--- src/rtl/bkpt_pkg.sv ---
// Shared encodings for the breakpoint unit: access kinds, condition codes,
// register indices and the length-code to address-mask mapping.
package bkpt_pkg;

    typedef enum logic [2:0] {
        ACC_FETCH = 3'd0,
        ACC_DRD   = 3'd1,
        ACC_DWR   = 3'd2,
        ACC_IORD  = 3'd3,
        ACC_IOWR  = 3'd4
    } acc_kind_e;

    localparam logic [1:0] COND_EXEC = 2'b00;
    localparam logic [1:0] COND_WR   = 2'b01;
    localparam logic [1:0] COND_IO   = 2'b10;
    localparam logic [1:0] COND_RW   = 2'b11;

    localparam logic [2:0] IDX_ALIAS_ST = 3'd4;
    localparam logic [2:0] IDX_ALIAS_CT = 3'd5;
    localparam logic [2:0] IDX_STATUS   = 3'd6;
    localparam logic [2:0] IDX_CTRL     = 3'd7;

    // Low-address mask of a slot window; the encoding is not monotonic.
    function automatic logic [2:0] len_mask(input logic [1:0] len);
        case (len)
            2'b00:   len_mask = 3'd0;
            2'b01:   len_mask = 3'd1;
            2'b11:   len_mask = 3'd3;
            default: len_mask = 3'd7;
        endcase
    endfunction

endpackage

--- src/rtl/bkpt_slot_cmp.sv ---
// One breakpoint comparator. Purely combinational: decides whether the
// current event hits this slot under its condition and length codes.
// Assumes event sizes of at most 8 bytes; the range test is one bit wider
// than the address so that windows at the top of memory do not wrap.
module bkpt_slot_cmp
    import bkpt_pkg::*;
#(
    parameter int ADDR_W = 64
) (
    input  logic              en,
    input  logic [1:0]        cond,
    input  logic [1:0]        len,
    input  logic [ADDR_W-1:0] base,
    input  logic              ext_en,
    input  logic              ev_valid,
    input  logic [ADDR_W-1:0] ev_addr,
    input  logic [2:0]        ev_kind,
    input  logic [1:0]        ev_size,
    output logic              hit,
    output logic              is_exec
);
    localparam int AW1 = ADDR_W + 1;

    logic [AW1-1:0] win_lo, win_hi, acc_lo, acc_hi;
    logic [AW1-1:0] mask_x;
    logic [3:0]     span;
    logic           overlap;

    // Window and access byte ranges, and their overlap.
    always_comb begin
        mask_x  = {{(AW1-3){1'b0}}, len_mask(len)};
        win_lo  = {1'b0, base} & ~mask_x;
        win_hi  = win_lo + mask_x;
        span    = (4'd1 << ev_size) - 4'd1;
        acc_lo  = {1'b0, ev_addr};
        acc_hi  = acc_lo + {{(AW1-4){1'b0}}, span};
        overlap = (acc_lo <= win_hi) && (acc_hi >= win_lo);
    end

    // Condition decode against the access kind.
    always_comb begin
        hit = 1'b0;
        if (en && ev_valid) begin
            case (cond)
                COND_EXEC: hit = (ev_kind == ACC_FETCH) && (len == 2'b00) && (ev_addr == base);
                COND_WR:   hit = (ev_kind == ACC_DWR) && overlap;
                COND_IO:   hit = ext_en && (ev_kind == ACC_IORD || ev_kind == ACC_IOWR) && overlap;
                default:   hit = (ev_kind == ACC_DRD || ev_kind == ACC_DWR) && overlap;
            endcase
        end
    end

    assign is_exec = (cond == COND_EXEC);

endmodule

--- src/rtl/bkpt_regs.sv ---
// Register file of the breakpoint unit: slot addresses, control word and
// sticky status word, with alias/illegal handling of indices 4 and 5.
// Reads are combinational; writes take effect at the next clock edge.
module bkpt_regs
    import bkpt_pkg::*;
#(
    parameter int ADDR_W = 64,
    parameter int NSLOT  = 4,
    parameter int CTRL_W = 32
) (
    input  logic                    clk,
    input  logic                    rst_n,
    input  logic                    ext_en,
    input  logic                    reg_wr,
    input  logic                    reg_rd,
    input  logic [2:0]              reg_idx,
    input  logic [ADDR_W-1:0]       reg_wdata,
    input  logic [NSLOT-1:0]        hits,
    output logic [ADDR_W-1:0]       reg_rdata,
    output logic                    reg_err,
    output logic [NSLOT*ADDR_W-1:0] slot_flat,
    output logic [CTRL_W-1:0]       ctrl,
    output logic [NSLOT-1:0]        status
);
    logic [ADDR_W-1:0] slot_q [NSLOT];
    logic [CTRL_W-1:0] ctrl_q;
    logic [NSLOT-1:0]  status_q;
    logic [2:0]        eff_idx;
    logic              illegal;
    logic              wr_ok;

    // Resolve legacy aliases and the illegal-index case.
    always_comb begin
        illegal = ext_en && (reg_idx == IDX_ALIAS_ST || reg_idx == IDX_ALIAS_CT);
        eff_idx = reg_idx;
        if (!ext_en && reg_idx == IDX_ALIAS_ST) eff_idx = IDX_STATUS;
        if (!ext_en && reg_idx == IDX_ALIAS_CT) eff_idx = IDX_CTRL;
    end

    assign wr_ok   = reg_wr && !illegal;
    assign reg_err = (reg_wr || reg_rd) && illegal;

    // Slot address registers, one per generate branch.
    for (genvar i = 0; i < NSLOT; i++) begin : g_slot
        always_ff @(posedge clk) begin
            if (!rst_n)                           slot_q[i] <= '0;
            else if (wr_ok && eff_idx == 3'(i))   slot_q[i] <= reg_wdata;
        end
        assign slot_flat[i*ADDR_W +: ADDR_W] = slot_q[i];
    end

    // Control word register.
    always_ff @(posedge clk) begin
        if (!rst_n)                          ctrl_q <= '0;
        else if (wr_ok && eff_idx == IDX_CTRL) ctrl_q <= reg_wdata[CTRL_W-1:0];
    end

    // Sticky status: software load, hardware only ORs in new hits.
    always_ff @(posedge clk) begin
        if (!rst_n) status_q <= '0;
        else status_q <= ((wr_ok && eff_idx == IDX_STATUS) ? reg_wdata[NSLOT-1:0] : status_q) | hits;
    end

    // Read multiplexer.
    always_comb begin
        reg_rdata = '0;
        if (reg_rd && !illegal) begin
            for (int i = 0; i < NSLOT; i++)
                if (eff_idx == 3'(i)) reg_rdata = slot_q[i];
            if (eff_idx == IDX_STATUS) reg_rdata = {{(ADDR_W-NSLOT){1'b0}}, status_q};
            if (eff_idx == IDX_CTRL)   reg_rdata = {{(ADDR_W-CTRL_W){1'b0}}, ctrl_q};
        end
    end

    assign ctrl   = ctrl_q;
    assign status = status_q;

    // without a software write to status, no status bit ever falls.
    a_r9_status_sticky: assert property (@(posedge clk) disable iff (!rst_n)
        !(reg_wr && !illegal && eff_idx == IDX_STATUS)
        |=> ((status_q & $past(status_q)) == $past(status_q)));

    // an error is reported only for indices 4/5 with extensions on.
    a_r10_err_only_alias: assert property (@(posedge clk) disable iff (!rst_n)
        reg_err |-> (ext_en && reg_idx[2:1] == 2'b10));

endmodule

--- src/rtl/bkpt_unit.sv ---
// Top of the hardware breakpoint unit. Extracts per-slot fields from the
// packed control word, runs one comparator per slot and combines hits into
// a same-cycle request. Assumes at most one access event per cycle.
module bkpt_unit
    import bkpt_pkg::*;
#(
    parameter int ADDR_W = 64,
    parameter int NSLOT  = 4,
    parameter int CTRL_W = 32
) (
    input  logic              clk,
    input  logic              rst_n,
    input  logic              dbg_ext_en,
    input  logic              reg_wr,
    input  logic              reg_rd,
    input  logic [2:0]        reg_idx,
    input  logic [ADDR_W-1:0] reg_wdata,
    output logic [ADDR_W-1:0] reg_rdata,
    output logic              reg_err,
    input  logic              ev_valid,
    input  logic [ADDR_W-1:0] ev_addr,
    input  logic [2:0]        ev_kind,
    input  logic [1:0]        ev_size,
    output logic [NSLOT-1:0]  hit_vec,
    output logic              dbg_req,
    output logic              dbg_fault
);
    localparam int COND_LSB = 16;
    localparam int FLD_STEP = 4;

    logic [NSLOT*ADDR_W-1:0] slot_flat;
    logic [CTRL_W-1:0]       ctrl;
    logic [NSLOT-1:0]        status;
    logic [NSLOT-1:0]        exec_vec;
    logic [NSLOT-1:0]        rw_vec;

    bkpt_regs #(.ADDR_W(ADDR_W), .NSLOT(NSLOT), .CTRL_W(CTRL_W)) u_regs (
        .clk(clk), .rst_n(rst_n), .ext_en(dbg_ext_en),
        .reg_wr(reg_wr), .reg_rd(reg_rd), .reg_idx(reg_idx), .reg_wdata(reg_wdata),
        .hits(hit_vec), .reg_rdata(reg_rdata), .reg_err(reg_err),
        .slot_flat(slot_flat), .ctrl(ctrl), .status(status)
    );

    // One comparator per slot, fields taken from fixed control positions.
    for (genvar i = 0; i < NSLOT; i++) begin : g_cmp
        bkpt_slot_cmp #(.ADDR_W(ADDR_W)) u_cmp (
            .en(ctrl[2*i]),
            .cond(ctrl[COND_LSB + FLD_STEP*i +: 2]),
            .len(ctrl[COND_LSB + FLD_STEP*i + 2 +: 2]),
            .base(slot_flat[i*ADDR_W +: ADDR_W]),
            .ext_en(dbg_ext_en),
            .ev_valid(ev_valid), .ev_addr(ev_addr), .ev_kind(ev_kind), .ev_size(ev_size),
            .hit(hit_vec[i]), .is_exec(exec_vec[i])
        );
        assign rw_vec[i] = (ctrl[COND_LSB + FLD_STEP*i +: 2] == COND_RW);
    end

    // Request and fault/trap classification.
    assign dbg_req   = |hit_vec;
    assign dbg_fault = |(hit_vec & exec_vec);

    // a request never appears without an event.
    a_r7_req_needs_event: assert property (@(posedge clk) disable iff (!rst_n)
        dbg_req |-> ev_valid);

    // every slot that hit is recorded in status one edge later.
    a_r9_req_sets_status: assert property (@(posedge clk) disable iff (!rst_n)
        dbg_req |=> ((status & $past(hit_vec)) == $past(hit_vec)));

    // with extensions off, I/O events hit nothing.
    a_r5_io_reserved: assert property (@(posedge clk) disable iff (!rst_n)
        (!dbg_ext_en && ev_valid && (ev_kind == ACC_IORD || ev_kind == ACC_IOWR))
        |-> (hit_vec == '0));

    // fetch events never hit a read/write slot.
    a_r4_fetch_not_rw: assert property (@(posedge clk) disable iff (!rst_n)
        (ev_kind == ACC_FETCH) |-> ((hit_vec & rw_vec) == '0));

endmodule

--- config.mk ---
export PLATFORM = sky130hd
export DESIGN_NAME = bkpt_unit
export DESIGN_NICKNAME = d
export VERILOG_FILES = /design/src/rtl/bkpt_pkg.sv /design/src/rtl/bkpt_slot_cmp.sv /design/src/rtl/bkpt_regs.sv /design/src/rtl/bkpt_unit.sv
export SDC_FILE = /design/constraint.sdc
export NUM_CORES = 1
export LEC_CHECK = 0
export ABC_CLOCK_PERIOD_IN_PS = 8100
export BUFFER_PORTS_ARGS = -buffer_cell sky130_fd_sc_hd__buf_4
export CAP_MARGIN = 20
export CORE_ASPECT_RATIO = 1.4
export CORE_MARGIN = 2
export CORE_UTILIZATION = 35
export DETAILED_ROUTE_END_ITERATION = 7
export GPL_TIMING_DRIVEN = 0
export PLACE_DENSITY = 0.59
export SLEW_MARGIN = 40
export SYNTH_ARGS = -nofsm -noshare
export SYNTH_HDL_FRONTEND = slang
export SYNTH_SLANG_ARGS = --single-unit
export TNS_END_PERCENT = 1
--- constraint.sdc ---
create_clock -name clk -period 8.1 [get_ports clk]
set_clock_uncertainty 0.1 [all_clocks]
set_input_delay 1.62 -clock clk [delete_from_list [all_inputs] [get_ports clk]]
set_output_delay 1.62 -clock clk [all_outputs]
set_load 0.01 [all_outputs]
[Word level (Yosys, flattened, before mapping)]
Memory sizes are Yosys's and may differ from the RTL's.
Index checks and enable logic that the tools add are counted.
Word-level totals
  register bits after elaboration: 36
  RAM bits: 256
  input port bits: 142
  output and inout port bits: 71
  word-level logic and storage cells: 161
  memories kept: 1
Cells by class
  add/subtract/negate cells: 6
  $lt $le $gt $ge: 8
  equality and inequality tests: 31
  shift-type cells: 1
  mux-type cells: 39
  bitwise logic cells: 14
  reduce and logical (&&, ||, !) cells: 59
Memory list
  u_regs.slot_q: words 4, bits a word 64, rd ports 4, clocked after memory_dff 0, write ports 4, RTL line bkpt_regs.sv:25  | logic [ADDR_W-1:0] slot_q [NSLOT];
Operators by type and width (number)
  two-way mux 64 bit: 11
  adder 65 x 3 -> 65 bit: 4
  bitwise AND 64 x 65 -> 65 bit: 4
  greater-or-equal comparator 65 bit: 4
  <= comparator 64 x 65 -> 1 bit: 4
  inverter 3 -> 65 bit: 4
  == test 64 bit: 4
  adder 64 x 4 -> 65 bit: 1
  logical AND 1 bit: 41
  one-hot mux 3 bit (3 select lines): 4
  two-way mux 1 bit: 17
  == test 2 x 1 -> 1 bit (second input constant): 8
  == test 2 bit (second input constant): 8
  zero test 2 bit: 8
  == test 3 bit (second input constant): 5
  == test 3 x 2 -> 1 bit (second input constant): 4
  one-hot mux 1 bit (3 select lines): 4
  OR reduction 4 bit: 2
  == test 3 x 1 -> 1 bit (second input constant): 2
  zero test 3 bit: 2
  two-way mux 3 bit: 2
  bitwise AND 4 bit: 1
  logical OR 1 bit: 4
  two-way mux 4 bit: 1
  other kinds (5): 9

[Logic depth before layout (Yosys ltp)]
Gate-level depths: netlist of run 1.
  word-level depth: 12
  mapped depth: 23
  mapped depth without buffers: 21

[Modules after synthesis]
A second synthesis of run 1 with hierarchy kept.
Second synthesis, totals
  cells, all modules: 4318
  area, all modules: 37383.4 um^2
By module, submodules not included
  bkpt_slot_cmp at g_cmp[0].u_cmp ...: instances 3, cells each 828, area each 5953.2 um^2, seq. area each 0.0 um^2
  bkpt_regs: instances 1, cells each 1000, area each 13571.8 um^2, seq. area each 8408.1 um^2
  bkpt_slot_cmp at g_cmp[1].u_cmp: instances 1, cells each 830, area each 5925.7 um^2, seq. area each 0.0 um^2
  bkpt_unit: instances 1, cells each 4, area each 26.3 um^2, seq. area each 0.0 um^2

[Worst setup path after synthesis of run 1]
Ideal clock, no wire load.
  path type: in2reg
  start point: in reg_idx[0]
  end point: mem u_regs.slot_q[0][0], enable pin
  library setup time: 0.581 ns
  arrival: 7.412 ns
  data required time: 7.419 ns
  path slack: 0.007 ns
  stages: 5
  path buffers: 4
  path through: buf_1 -> clkbuf_1 -> clkbuf_1 -> clkbuf_1 -> o31ai_1
RTL lines
  start: declaration: RTL line bkpt_unit.sv:16  | input logic [2:0] reg_idx,
  end: declaration: RTL line bkpt_regs.sv:25

[Final worst setup path of run 1]
  start point: in ev_size[0]
  end point: out dbg_req
Between the ends
  cells in the longest elaborated chain, start to end: 9
  elaborated cells between the ends (all ways): 32
  classes of those cells: add/sub (2); order compare (4); shift (1); mux (8); reduce/logical (17)
RTL lines
  start: declaration: RTL line bkpt_unit.sv:23  | input logic [1:0] ev_size,
  left shift 1 x 2 -> 4 bit *: RTL line bkpt_slot_cmp.sv:34  | span = (4'd1 << ev_size) - 4'd1;
  subtractor 4 x 1 -> 4 bit *: RTL line bkpt_slot_cmp.sv:34
  adder 64 x 4 -> 65 bit *: RTL line bkpt_slot_cmp.sv:36  | acc_hi = acc_lo + {{(AW1-4){1'b0}}, span};
  greater-or-equal comparator 65 bit: RTL line bkpt_slot_cmp.sv:37  | overlap = (acc_lo <= win_hi) && (acc_hi >= win_lo);
  logical AND 1 bit: RTL line bkpt_slot_cmp.sv:37
  logical AND 1 bit (on tied branches): RTL line bkpt_slot_cmp.sv:48, bkpt_slot_cmp.sv:46, bkpt_slot_cmp.sv:47
  one-hot mux 1 bit (3 select lines): RTL line bkpt_slot_cmp.sv:44  | case (cond)
  two-way mux 1 bit: RTL line bkpt_slot_cmp.sv:43  | if (en && ev_valid) begin
  OR reduction 4 bit *: RTL line bkpt_unit.sv:59  | assign dbg_req = |hit_vec;
  end: declaration: RTL line bkpt_unit.sv:25  | output logic dbg_req,
Mark *: on every way between the ends. The rest lies on a longest branch, timed or not.

==> metrics.md, run 1 <==
| Metric | Value |
|---|---|
| Final instance area | `38480 sq um` |
| VDD IR max | `170.9 uV` |
| Slew Viols, Final | `16` |
| H-tree Lvls | `1` |
| Tot GR Track Use | `0.3711` |
| Post-DP HPWL | `151200 microns` |
| Worst Path Arrival | `6.66 ns` |
| Synthesized area per cell | `8.537 sq um` |
| Vias | `32750` |
| Synth Register Bits | `292` |
| IO buf count | `211` |
| Setup crit start kind | `input pin` |
| ANT nets after route | `0` |
| Leakage | `16.66 nW` |
| Post-synth top area cell | `edfxtp_1` |
| Switching part of the total | `0.3910` |
| Combinational share of power | `0.339` |
| Hold Startpoint | `u_regs.ctrl[14]` |
| Status | `finished, violations left` |
| Grt ovf | `0` |
| Final WL | `180100 microns` |
| Final setup violation count | `5` |
| Final worst path period need | `8.381 ns` |
| WHS Endpoint | `u_regs.ctrl[14]` |
| Sw Pwr | `2.047 mW` |
| Wire per inst | `33.67 microns` |
| Area contributors post-synth | `edfxtp_1 24%, ha_1 20%, xnor2_1 7.4%` |
| CTS sink cnt | `292` |
| Highest Clock Rate | `0.1193 GHz` |
| Fin. Hold Viols | `0` |
| Async set-or-reset flop fraction in the synthesized netlist | `0` |
| First-pass GRT wire length | `246000 microns` |
| Clk buf depth | `3` |
| Initial Util | `0.3528` |
| DIE WIDTH | `261.8 microns` |
| Initial antenna violation count | `16` |
| Slew @ Worst Pin | `3.455 ns` |
| Placement Setup Slack | `-2.651 ns` |
| Crit Reg-Reg Endpoint | `u_regs.status[3]` |
| CTS tree | `yes` |
| Sequential group share of total power | `0.378` |
| Max transition margin | `-1.363` |
| Largest net degree at the start of global routing | `32` |
| Area after DPL | `36260 sq um` |
| P&R area growth vs syn | `18.16%` |
| Critical path type | `in -> out` |
| Power share of the clock group | `0.283` |
| Post-Syn Area | `32570 sq um` |
| I/O pin total | `213` |
| Post-synthesis sequential area ratio | `0.2582` |
| Post-CTS Hold Fix Bufs | `0` |
| Max_cap viols | `0` |
| GP Congestion | `1.115` |
| Drt first pass iters | `7` |
| Mapped Cells | `3815` |
| Worst setup margin | `-0.2806 ns` |
| Reg2reg setup slack | `3.00 ns` |
| Worst r2r src | `u_regs.slot_q[3][54]` |
| EDFF count, synth | `256` |
| Top-area cell type share of the netlist area | `0.2360` |
| Final core occ | `0.4168` |
| Most frequent cells in the layout | `525 x ha_1, 425 x inv_1, 269 x and2_1` |
| Vias per cell | `6.121` |
| Die Y | `364.9 microns` |
| WHS Path Cells | `2` |
| Vias in the first global route | `31470` |
| Final period utilization | `1.035` |
| Yosys warning total | `0` |
| R2R depth | `14` |
| Layout cells sized above 1 | `0.1245` |
| Iter 0 DRT Violations | `3485` |
| Top_reg_cell synth | `edfxtp_1` |
| Clock Pin Slew Worst Setup and Hold Paths | `0.06 ns` |
| Site row count | `132` |
| CTS root buffer | `clkbuf_16` |
| Critical path required time | `6.38 ns` |
| Core ar. | `92320 sq um` |
| Drt drc | `0` |
| Cell-internal power | `3.187 mW` |
| HP Class | `reg -> reg` |
| Number of nets in the layout | `4790` |
| CTS buffer count | `30` |
| Power Density | `136.0 nW/um^2` |
| CP Capture Type | `primary output` |
| Worst Path Max Fanout | `5` |
| Failing checks | `slew limit, setup timing` |
| Count of cell types in the netlist | `73` |
| Most common cell after layout, fill and taps aside | `ha_1` |
| Clk_lat worst skew | `0.65 ns` |
| Setup repair after global routing missed its margin | `true` |
| Die area | `95540 sq um` |
layer usage:
metal  vias up  wire length, microns  share of wire  track usage
li1      14300                     -              -            -
met1     15880                 64040           0.36       0.4151
met2      1887                 81330           0.45       0.5971
met3       673                 14850          0.082      0.07137
met4        14                 19780           0.11       0.3324
met5         -                    94        0.00052            0
cells by family (layout without fill, tap and decap cells):
family / after synthesis / in the layout / share of synthesized area
compound gates: 730 / 730 / 0.1439
flops: 292 / 292 / 0.2582
xor+xnor: 381 / 381 / 0.1025
fa+ha+maj: 533 / 533 / 0.2050
simple gates: 1249 / 1249 / 0.2049
other cells: 1 / 11 / 0.0001151
mux: 49 / 49 / 0.01817
buf+inv: 580 / 899 / 0.06731
worst max-delay path by stage:
stage                     cells after the start              endpoint  slack, ns       start
after floorplan                               5   u_regs.slot_q[0][0]      0.007  reg_idx[0]
after global placement                        6  u_regs.slot_q[0][43]      -6.11  reg_idx[0]
after detailed placement                     20               dbg_req      -2.65  ev_addr[5]
after CTS                                    23               dbg_req      -0.09  ev_size[0]
after global routing                         23               dbg_req      -0.34  ev_size[0]
final                                        23               dbg_req      -0.28  ev_size[0]
Yosys cell counts, drive strengths merged (7+ instances only):
cell and n:
a2111oi 24, a211oi 28, a21o 115, a21oi 190, a221oi 20, a22o 8, a31oi 11, and2 270
and3 23, and4 22, buf 15, clkbuf 139, dfxtp 36, edfxtp 256, ha 532, inv 426
mux2i 40, mux4 8, nand2 267, nand2b 28, nand3 114, nand4 188, nor2 154, nor2b 19
nor3 55, nor3b 8, nor4 57, o2111ai 7, o211ai 11, o21ai 172, o221ai 37, o22ai 57
o31ai 10, or2 9, or3 13, or4 16, xnor2 277, xor2 104
worst max-delay path, stage by stage:
cell and delay (ns):
buf_4 0.12, and2_4 0.16, ha_4 0.28, a21o_1 0.14
a21o_1 0.16, nand2_4 0.11, nand3b_1 0.31, or3_4 0.53
nor2_4 0.24, nand4_1 0.19, xnor2_2 0.32, ha_1 0.30
nand2_1 0.07, nor2_1 0.05, a211oi_2 0.31, o21ai_1 0.15
a221oi_4 0.47, o21ai_2 0.14, a211oi_2 0.21, buf_4 0.18
o41a_1 0.27, nand4_1 0.13, buf_4 0.18
stage by stage:
stage | setup TNS [ns] | hold slack, ns | total power, mW | cells
after floorplan | 0 | 0.3360 | 2.813 | 3819
after global placement | -746.18 | 0.3419 | 3.616 | 5236
after detailed placement | -13.66 | 0.3475 | 3.641 | 5269
after CTS | -0.2110 | 0.3568 | 5.171 | 5333
after global routing | -1.429 | 0.3753 | 5.404 | 5344
final | -1.207 | 0.3583 | 5.234 | 5350
sequential cells by signal (all words and copies together), names as in the netlist:
name	cells
u_regs.slot_q	256
u_regs.ctrl	32
u_regs.status	4
area by class of cell:
class	count	area (sq um)
tap	1206	1509
inverter	426	1599
timing repair buffer	293	2357
sequential	292	8408
buffer	125	499.2
antenna	6	15.01
clock buffer	39	815.8
fill	9429	53840
multi-input combinational	2947	23110
clock inverter	16	167.7
power by group through the flow:
stage / combinational [mW] / sequential [mW] / clock (mW)
6_report: 1.77 / 1.98 / 1.48
5_1_grt: 1.89 / 1.97 / 1.54
4_1_cts: 1.71 / 1.97 / 1.50
3_5_place_dp: 1.64 / 2.00 / 0
3_3_place_gp: 1.60 / 2.01 / 0
2_1_floorplan: 0.951 / 1.86 / 0
what timing repair did:
item | in CTS | in global routing
resized for setup | 137 | 20
pin swaps | 45 | 22
setup buffers | 36 | 13
endpoints found under the setup margin | 7 | 5
Note: power is estimated with default switching activity, not from simulation.
==> inputs of run 2 (changes only) <==
Settings changed: TNS_END_PERCENT 1 to 100.
==> metrics.md, run 2 (synthesis results as in run 1) <==
| Metric | Value |
|---|---|
| Top reg by flops | `u_regs.slot_q` |
| Final setup violation count | `5` |
| Iter 0 DRT Violations | `3402` |
| Placement Setup Slack | `-2.651 ns` |
| HP Class | `reg -> reg` |
| Vias per cell | `6.143` |
| GP Congestion | `1.115` |
| Die Y | `364.9 microns` |
| Power Density | `135.6 nW/um^2` |
| IO buf count | `211` |
| Failing checks | `slew limit, setup timing` |
| Final period utilization | `1.028` |
| Slew @ Worst Pin | `3.465 ns` |
| Site row count | `132` |
| DIE WIDTH | `261.8 microns` |
| Vias | `32920` |
| First-pass GRT wire length | `246000 microns` |
| Final WL | `180400 microns` |
| Number of nets in the layout | `4797` |
| Clk_lat worst skew | `0.64 ns` |
| Initial Util | `0.3528` |
| Leakage | `16.72 nW` |
| R2R depth | `14` |
| Worst Path Max Fanout | `4` |
| Max reg flops | `256` |
| CP Capture Type | `primary output` |
| Most frequent cells in the layout | `521 x ha_1, 424 x inv_1, 273 x buf_4` |
| Layout cells sized above 1 | `0.1293` |
| Grt ovf | `0` |
| Setup crit start kind | `input pin` |
| Worst r2r src | `u_regs.slot_q[3][54]` |
| Filler cells | `9430` |
| Sequential cell area | `8408 sq um` |
| Setup repair after global routing missed its margin | `true` |
| Final core occ | `0.4188` |
| Fin. Hold Viols | `0` |
| Worst Path Arrival | `6.60 ns` |
| Crit path from | `ev_size[0]` |
| CTS root buffer | `clkbuf_16` |
| H-tree Lvls | `1` |
| I/O pin total | `213` |
| Drt first pass iters | `5` |
| Largest net degree at the start of global routing | `32` |
| Status | `finished, violations left` |
| Clk buf depth | `3` |
| Initial antenna violation count | `12` |
| Hold Startpoint | `u_regs.ctrl[11]` |
| Max_cap viols | `0` |
| Post-DP HPWL | `151200 microns` |
| Worst setup margin | `-0.2230 ns` |
| Vias in the first global route | `31490` |
| Drt drc | `0` |
| Multi-input logic area | `23200 sq um` |
| Tot GR Track Use | `0.3717` |
| P&R area growth vs syn | `18.73%` |
| Clock Pin Slew Worst Setup and Hold Paths | `0.06 ns` |
| CTS buffer count | `30` |
| VDD IR max | `169.4 uV` |
| WHS Path Cells | `2` |
| CTS sink cnt | `292` |
| Max transition margin | `-1.369` |
| Final worst path period need | `8.323 ns` |
| Post-CTS Hold Fix Bufs | `0` |
| CTS tree | `yes` |
| Critical path type | `in -> out` |
| Wire per inst | `33.67 microns` |
| Core ar. | `92320 sq um` |
| Critical path required time | `6.38 ns` |
| Slew Viols, Final | `12` |
| Highest Clock Rate | `0.1201 GHz` |
| Die area | `95540 sq um` |
| Most common cell after layout, fill and taps aside | `ha_1` |
| ANT nets after route | `0` |
[run 2: timing repair]
action | CTS | global route
hold endpoints to repair | 0 | 0
setup buffers | 38 | 23
setup endpoints to repair | 7 | 5
resized for setup | 143 | 33
pin swaps | 57 | 34
[run 2: power breakdown]
group	total, mW	leakage [nW]	switching, mW	internal [mW]
Combinational	1.79	13.5	1.13	0.653
Sequential	1.98	2.77	0.243	1.74
Clock	1.48	0.480	0.673	0.805
[run 2: path summary, 6_finish.rpt]
path                           end  slack, ns
setup reg to reg  u_regs.status[3]       3.08
hold reg to reg    u_regs.ctrl[11]       0.36
setup / recovery           dbg_req      -0.22
hold / removal     u_regs.ctrl[11]       0.36
[run 2: cell type report]
cell class	instances	share of cell area
inverters	426	0.04135
diodes	7	0.0004530
repair buffers	305	0.06397
well taps	1206	0.03902
multi-input cells	2947	0.6000
clock inverters	16	0.004336
clock buffers	39	0.02110
flip-flops and latches	292	0.2174
plain buffers	120	0.01233
[run 2: worst max-delay path, cell delays in order]
cell and delay [ns]:
buf_6 0.10, and2_4 0.15, ha_4 0.27, a21o_1 0.15, a21o_1 0.16, nand2_4 0.11
nand3b_1 0.32, or3_4 0.53, nor3_4 0.32, buf_6 0.15, nand4_1 0.22, xnor2_4 0.40
ha_4 0.26, nand4_1 0.13, nor2_4 0.06, buf_6 0.12, a221oi_4 0.44, o21ai_2 0.14
a211oi_2 0.16, buf_4 0.18, o41a_1 0.27, nand4_1 0.14, buf_4 0.18
[run 2: routing by layer]
layer | track usage | routed length (microns) | vias up
met5 | 0 | 11 | -
met4 | 0.3330 | 19940 | 2
met3 | 0.06533 | 14720 | 663
met2 | 0.5979 | 81340 | 1903
met1 | 0.4197 | 64370 | 16020
li1 | - | - | 14320
[run 2: per-stage QoR]
| step | TNS (ns) | hold slack, ns | power [mW] | cell area, sq um | std cells |
|---|---|---|---|---|---|
| floorplan | 0 | 0.3360 | 2.813 | 32580 | 3819 |
| global placement | -746.18 | 0.3419 | 3.616 | 35680 | 5236 |
| detailed placement | -13.66 | 0.3475 | 3.641 | 36260 | 5269 |
| CTS | -0.2139 | 0.3568 | 5.172 | 38270 | 5335 |
| global route | -1.026 | 0.3753 | 5.416 | 38650 | 5351 |
| finish | -0.8191 | 0.3574 | 5.245 | 38670 | 5358 |
